[src/rtl/pg_pkg.sv]
package pg_pkg;

    localparam int GRID_DEF  = 15;
    localparam int PIX_W_DEF = 7;

    typedef enum logic [1:0] {
        ARM_WAIT = 2'd0,
        ARM_SEEK = 2'd1,
        ARM_HELD = 2'd2
    } arm_state_e;

    typedef struct packed {
        logic rearm;     // host write: restart at index 0
        logic consume;   // host read of a held pixel
        logic hit;       // matching pixel seen during a frame
    } grab_ctl_t;

    function automatic int unsigned wrap_inc(int unsigned v, int unsigned lim);
        return (v + 1 >= lim) ? 0 : v + 1;
    endfunction

endpackage

[src/rtl/pg_index_counter.sv]
module pg_index_counter #(
    parameter int NUM_PIX = 225,
    parameter int IDX_W   = 8
) (
    input  logic             clk,
    input  logic             rst,
    input  logic             clear,
    input  logic             step,
    output logic [IDX_W-1:0] cnt
);
    import pg_pkg::*;

    always_ff @(posedge clk) begin
        if (rst || clear) begin
            cnt <= '0;
        end else if (step) begin
            cnt <= IDX_W'(wrap_inc(int'(cnt), NUM_PIX));
        end
    end

endmodule

[src/rtl/pg_arm_fsm.sv]
module pg_arm_fsm (
    input  logic                  clk,
    input  logic                  rst,
    input  logic                  frame_start,
    input  pg_pkg::grab_ctl_t     ctl,
    output pg_pkg::arm_state_e    state
);
    import pg_pkg::*;

    arm_state_e state_nx;

    always_comb begin
        state_nx = state;
        if (ctl.rearm) begin
            state_nx = ARM_WAIT;
        end else begin
            unique case (state)
                ARM_WAIT: if (frame_start) state_nx = ARM_SEEK;
                ARM_SEEK: if (ctl.hit)     state_nx = ARM_HELD;
                ARM_HELD: if (ctl.consume) state_nx = ARM_WAIT;
                default:                   state_nx = ARM_WAIT;
            endcase
        end
    end

    always_ff @(posedge clk) begin
        if (rst) state <= ARM_WAIT;
        else     state <= state_nx;
    end

endmodule

[src/rtl/pg_capture_reg.sv]
module pg_capture_reg #(
    parameter int PIX_W = 7
) (
    input  logic             clk,
    input  logic             rst,
    input  logic             clear,
    input  logic             load,
    input  logic [PIX_W-1:0] din,
    output logic [PIX_W-1:0] dout
);

    always_ff @(posedge clk) begin
        if (rst || clear) dout <= '0;
        else if (load)    dout <= din;
    end

endmodule

[src/rtl/pixel_grabber.sv]
module pixel_grabber #(
    parameter  int GRID_DIM = pg_pkg::GRID_DEF,
    parameter  int PIX_W    = pg_pkg::PIX_W_DEF,
    localparam int NUM_PIX  = GRID_DIM * GRID_DIM,
    localparam int IDX_W    = $clog2(NUM_PIX)
) (
    input  logic             clk,
    input  logic             rst,
    input  logic             frame_start,
    input  logic             pix_valid,
    input  logic [IDX_W-1:0] pix_idx,
    input  logic [PIX_W-1:0] pix_data,
    input  logic             rd_stb,
    input  logic             wr_stb,
    output logic [PIX_W:0]   grab_reg
);
    import pg_pkg::*;

    arm_state_e       state;
    grab_ctl_t        ctl;
    logic [IDX_W-1:0] cnt_q;
    logic [PIX_W-1:0] data_q;
    logic             held;

    assign held = (state == ARM_HELD);

    always_comb begin
        ctl.rearm   = wr_stb;
        ctl.consume = rd_stb && held && !wr_stb;
        ctl.hit     = (state == ARM_SEEK) && pix_valid && (pix_idx == cnt_q) && !wr_stb;
    end

    pg_arm_fsm u_fsm (
        .clk         (clk),
        .rst         (rst),
        .frame_start (frame_start),
        .ctl         (ctl),
        .state       (state)
    );

    pg_index_counter #(.NUM_PIX(NUM_PIX), .IDX_W(IDX_W)) u_cnt (
        .clk   (clk),
        .rst   (rst),
        .clear (ctl.rearm),
        .step  (ctl.consume),
        .cnt   (cnt_q)
    );

    pg_capture_reg #(.PIX_W(PIX_W)) u_cap (
        .clk   (clk),
        .rst   (rst),
        .clear (ctl.rearm || ctl.consume),
        .load  (ctl.hit),
        .din   (pix_data),
        .dout  (data_q)
    );

    assign grab_reg = {held, data_q};

endmodule

[config.mk]
export PLATFORM = sky130hd
export DESIGN_NAME = pixel_grabber
export DESIGN_NICKNAME = d
export VERILOG_FILES = /design/src/rtl/pg_pkg.sv /design/src/rtl/pg_index_counter.sv /design/src/rtl/pg_arm_fsm.sv /design/src/rtl/pg_capture_reg.sv /design/src/rtl/pixel_grabber.sv
export SDC_FILE = /design/constraint.sdc
export NUM_CORES = 1
export LEC_CHECK = 0
export ABC_AREA = 1
export BUFFER_PORTS_ARGS = -buffer_cell sky130_fd_sc_hd__buf_4
export CAP_MARGIN = 40
export CORE_MARGIN = 2
export CORE_UTILIZATION = 50
export CTS_BUF_LIST = sky130_fd_sc_hd__clkbuf_8 sky130_fd_sc_hd__clkbuf_16
export CTS_CLUSTER_SIZE = 12
export DETAILED_ROUTE_END_ITERATION = 10
export PLACE_DENSITY = 0.77
export SLEW_MARGIN = 20
export SYNTH_ARGS = -nofsm -noshare
export SYNTH_HDL_FRONTEND = slang
export SYNTH_SLANG_ARGS = --single-unit
export TNS_END_PERCENT = 1
[constraint.sdc]
create_clock -name clk -period 1.96 [get_ports clk]
set_input_delay 0.196 -clock clk [delete_from_list [all_inputs] [get_ports clk]]
set_output_delay 0.196 -clock clk [all_outputs]
set_load 0.02 [all_outputs]
-- Word level (Yosys, flattened, before mapping)
Cells that the tools add are included.
- register bits: 17
- input bits: 21
- output and inout bits: 8
- word-level logic and storage cells: 28
- add/subtract/negate cells: 1
- $lt $le $gt $ge: 1
- eq/ne operators: 6
- mux-type cells: 5
- reductions and logical operators: 12
- operators by type and width (operator ; count):
    8-bit by 1-bit adder with 9-bit output, second input constant ; 1
    9-bit by 8-bit greater-or-equal comparator with 1-bit output, second input constant ; 1
    8-bit equality test ; 1
    8-bit 2-to-1 mux ; 1
    2-bit 2-to-1 mux ; 3
    2-bit case mux with 3 select lines ; 1
    1-bit logical AND ; 5
    2-bit by 1-bit != test with 1-bit output, second input constant ; 2
    1-bit logical OR ; 3
    3-bit AND reduction ; 1
    2-bit by 1-bit equality test with 1-bit output, second input constant ; 1
    2-bit equality test, second input constant ; 1
    2-bit logical NOT ; 1
    2-bit != test, second input constant ; 1
    2-bit OR reduction ; 1
    1-bit logical NOT ; 1

-- Logic depth before layout (Yosys ltp)
- depth after elaboration: 6
- gate-level depth with buffers: 11
- mapped depth without buffers: 11

-- Cells and area by module
From an unflattened synthesis, not the netlist that was laid out.
- cell total of the unflattened synthesis: 196
- area total of the unflattened synthesis: 1159.9 µm²
- modules (own cells, without submodules) (module ; times used ; cells each ; area each (µm²) ; seq. area each (µm²)):
    pg_index_counter ; 1 ; 93 ; 586.8 ; 160.2
    pg_capture_reg ; 1 ; 44 ; 289.0 ; 140.1
    pixel_grabber ; 1 ; 44 ; 186.4 ; 0.0
    pg_arm_fsm ; 1 ; 15 ; 97.6 ; 40.0

-- Least setup slack after synthesis
No wires, ideal clock.
- kind: register to register
- start: reg u_cnt.cnt[0]
- end: reg u_cnt.cnt[0]
- setup time: 0.070 ns
- arrival: 1.382 ns
- data required time: 1.890 ns
- setup slack: 0.508 ns
- cell stages (with the launch flop): 12
- path buffers: 0
- period minus slack after synthesis: 1.452 ns
- cell sequence: dfxtp_1 -> inv_2 -> ha_1 -> inv_1 -> nand2_1 -> nor2_1 -> nand2_1 -> nor2_1 -> nand2_1 -> nand3_2 -> nand3_1 -> a21oi_1
- word-level cells in the longest chain between the ends: 3
- RTL lines (element ; RTL line ; RTL):
    start: declaration ; pg_index_counter.sv:9 ; output logic [IDX_W-1:0] cnt
    start signal: assignment ; pg_index_counter.sv:17 ; cnt <= IDX_W'(wrap_inc(int'(cnt), NUM_PIX));
    8-bit by 1-bit adder with 9-bit output * ; pg_pkg.sv:19 ; return (v + 1 >= lim) ? 0 : v + 1;
    9-bit by 8-bit greater-or-equal comparator with 1-bit output ; pg_pkg.sv:19 ;
    8-bit 2-to-1 mux * ; pg_pkg.sv:19 ;
Every way passes the cells marked *; elsewhere a longest branch is shown, timed or not.
A chain may end at the register's enable or synchronous reset.

-- Worst setup path after layout
- start: reg u_cnt.cnt[0]
- end: reg u_cnt.cnt[2]
Same word-level chain as after synthesis.

==> results.cfg <==
[worst_setup_path]
cp_max_fo = 8
critPathLaunchType = flop
cp-startpoint = u_cnt.cnt[0]$_SDFFE_PP0P_
end_kind = flop
worst_r2r_endpoint = u_cnt.cnt[2]$_SDFFE_PP0P_
reg2reg_slack_ns = 0.22
regToRegStartpoint = u_cnt.cnt[0]$_SDFFE_PP0P_
worstPathRequired_ns = 2.15
ff2ff_path_depth = 11
path_class = reg2reg
crit_end = u_cnt.cnt[2]$_SDFFE_PP0P_
worstPathArrival_ns = 1.93

[synthesis]
yosys_warnings = 0
syn_avg_cell_area_um2 = 6.58
yosysUniqueCellTypes = 26
synthTopCellsByArea = dfxtp_1, nand2_1, nor2_1
syn_area_um2 = 1050
ys_seq_elements = 17
synth_top_area_share_pct = 32.5
synthArstFlopShare_pct = 0
synth_common_cells = nand2_1, nor2_1, dfxtp_1
syn_nets = 182
synth.most_common_cell = nand2_1
syn_inst = 159
ys.flop_type = dfxtp_1
synth_edf_count = 0
synth-seq-area-share_pct = 32.5
synth_area_leader_cell = dfxtp_1

[floorplan]
dieArea_um2 = 2470
die_w_um = 49.7
num_io_pins = 29
dieHeight_um = 49.7
core_area_um2 = 1960
row_count = 16
initial_core_util_pct = 53.3

[place]
dpl.hpwl_mm = 1.98
place_inst = 212
gp_congestion = 0.928
portBuffers = 28

[clocking]
cts_buffer_depth = 2
post_cts_buffers = 0
postCtsResizedCells = 0
htree_levels = 1
path_clk_slew_ns = 0.07
cts_made_buffers = 3
clock_sinks = 17
ctsHoldBuffers = 0
cts_tree = yes
insertion_delay_ns = 0.25
clock_tree.root_cell = clkbuf_8

[sta]
rsz0062_at_grt = false
finalHoldViolCount = 0
post-route-period-util_pct = 88.9
max_freq_mhz = 574
fin_setup_tns_ns = 0
clock_skew_ns = 0.00569
final-setup-viol-count = 0
tightest_slew_ns = 0.331
period_needed_ns = 1.74
maxSlewHeadroom_pct = 77.9
slew_violations = 0

[power]
power_leakage_nw = 0.568
power.density_nw_per_um2 = 507
vdd_drop_max_v = 0.000406

[detailed_routing]
totalWireLength_mm = 2.55
first_iter_violations = 23
wl_per_cell_um = 11.8
drc_errors = 0
vias = 1121
vias_per_cell = 5.19
drt-pass1-iter-count = 4
antenna_left = 0

[final_layout]
synthToLayoutAreaGrowth_pct = 26.3
drive_above_1_share_pct = 22.8
diodes = 0
layout.cells.non_filler = 216
fin_nets = 213

[global_route]
grt_max_degree = 11
grt_pass1_vias = 1024
grt_pass1_wl_mm = 4.37
grt_remaining_overflow = 0
antenna_found_initial = 0
grt_usage_pct = 22.7

[outcome]
run_status = complete, no violations

[job]
max-cap-violations = 0

[min_path]
hold_path.class = in2reg
==> state kept, by name, indices dropped and copies added, names as in the netlist <==
name and flops:
u_fsm.state 2, u_cnt.cnt 8, u_cap.dout 7
==> cell usage in the layout (no fill, tap or decap) <==
cell,netlist,final
nand3_2,1,1
o21bai_1,2,2
o21ai_0,11,11
nand2_4,1,1
inv_1,14,14
nor2_2,2,2
clkinv_2,0,1
nand2_1,38,38
clkbuf_8,0,3
nor2_1,24,24
xnor2_1,1,1
a21oi_1,9,9
buf_4,1,29
nand3_1,13,13
nor2_4,2,2
o211ai_1,3,3
a21boi_1,1,1
xor2_1,1,1
clkinv_4,1,1
nor3_1,1,1
inv_2,3,3
dfxtp_1,17,17
o21ai_1,1,1
nand4_1,1,1
ha_1,2,2
nand3b_1,7,7
==> how the worst min path moves through the flow <==
stage / startpoint / endpoint / depth (start not counted)
floorplan: frame_start / u_fsm.state[0]$_SDFFE_PP0P_ / 2
global placement: u_cap.dout[6]$_SDFFE_PP0P_ / u_cap.dout[6]$_SDFFE_PP0P_ / 2
detailed placement: u_cap.dout[5]$_SDFFE_PP0P_ / u_cap.dout[5]$_SDFFE_PP0P_ / 2
CTS: frame_start / u_fsm.state[0]$_SDFFE_PP0P_ / 3
global route: frame_start / u_fsm.state[0]$_SDFFE_PP0P_ / 3
finish: frame_start / u_fsm.state[0]$_SDFFE_PP0P_ / 3
==> cell type report <==
| class | instances | area, µm² |
|---|---|---|
| inverter | 18 | 72.6 |
| timing repair buffer | 29 | 218 |
| clock inverter | 1 | 5.00 |
| clock buffer | 3 | 41.3 |
| sequential | 17 | 340 |
| multi-input combinational | 121 | 611 |
| fill | 189 | 641 |
| tap | 27 | 33.8 |
==> critical path, cell delays in order, from the launching register on <==
cell and delay, ns:
dfxtp_1 0.40, inv_2 0.09, ha_1 0.33, inv_1 0.06, nand2_1 0.04, nor2_1 0.10
nand2_1 0.07, nor2_1 0.11, nand2_1 0.08, nand3_2 0.16, nand3_1 0.11, a21oi_1 0.13
==> per-layer routing <==
layer	wire length (µm)	global-route usage [%]
met1	1150	30.2
met2	1200	38.0
met3	167	3.33
met4	36	6.94
met5	0	0
==> where the power goes <==
group          total (mW)  switching, mW  internal (mW)
Combinational      0.0604         0.0234         0.0369
Clock               0.263          0.122          0.141
Sequential          0.347       0.000842          0.346
==> cells by family after synthesis <==
| family | share of synthesized area (%) |
|---|---|
| AO/OA/AOI/OAI | 14.4 |
| XOR/XNOR | 1.67 |
| adder cells (fa/ha/maj) | 2.39 |
| buffers and inverters | 9.09 |
| flip-flops | 32.5 |
| AND/OR/NAND/NOR | 40.0 |
==> metrics by stage <==
step	worst slack (ns)	hold WS (ns)	cell area [µm²]	power, mW	util [%]
CTS	0.229	0.243	1320	0.674	67.3
floorplan	0.508	0.377	1050	0.378	-
global placement	0.293	0.464	1270	0.414	65.0
finish	0.218	0.234	1320	0.670	67.3
detailed placement	0.245	0.474	1270	0.415	65.0
global route	0.0280	0.241	1320	0.694	67.3
Note: power is estimated with default switching activity, not from simulation.
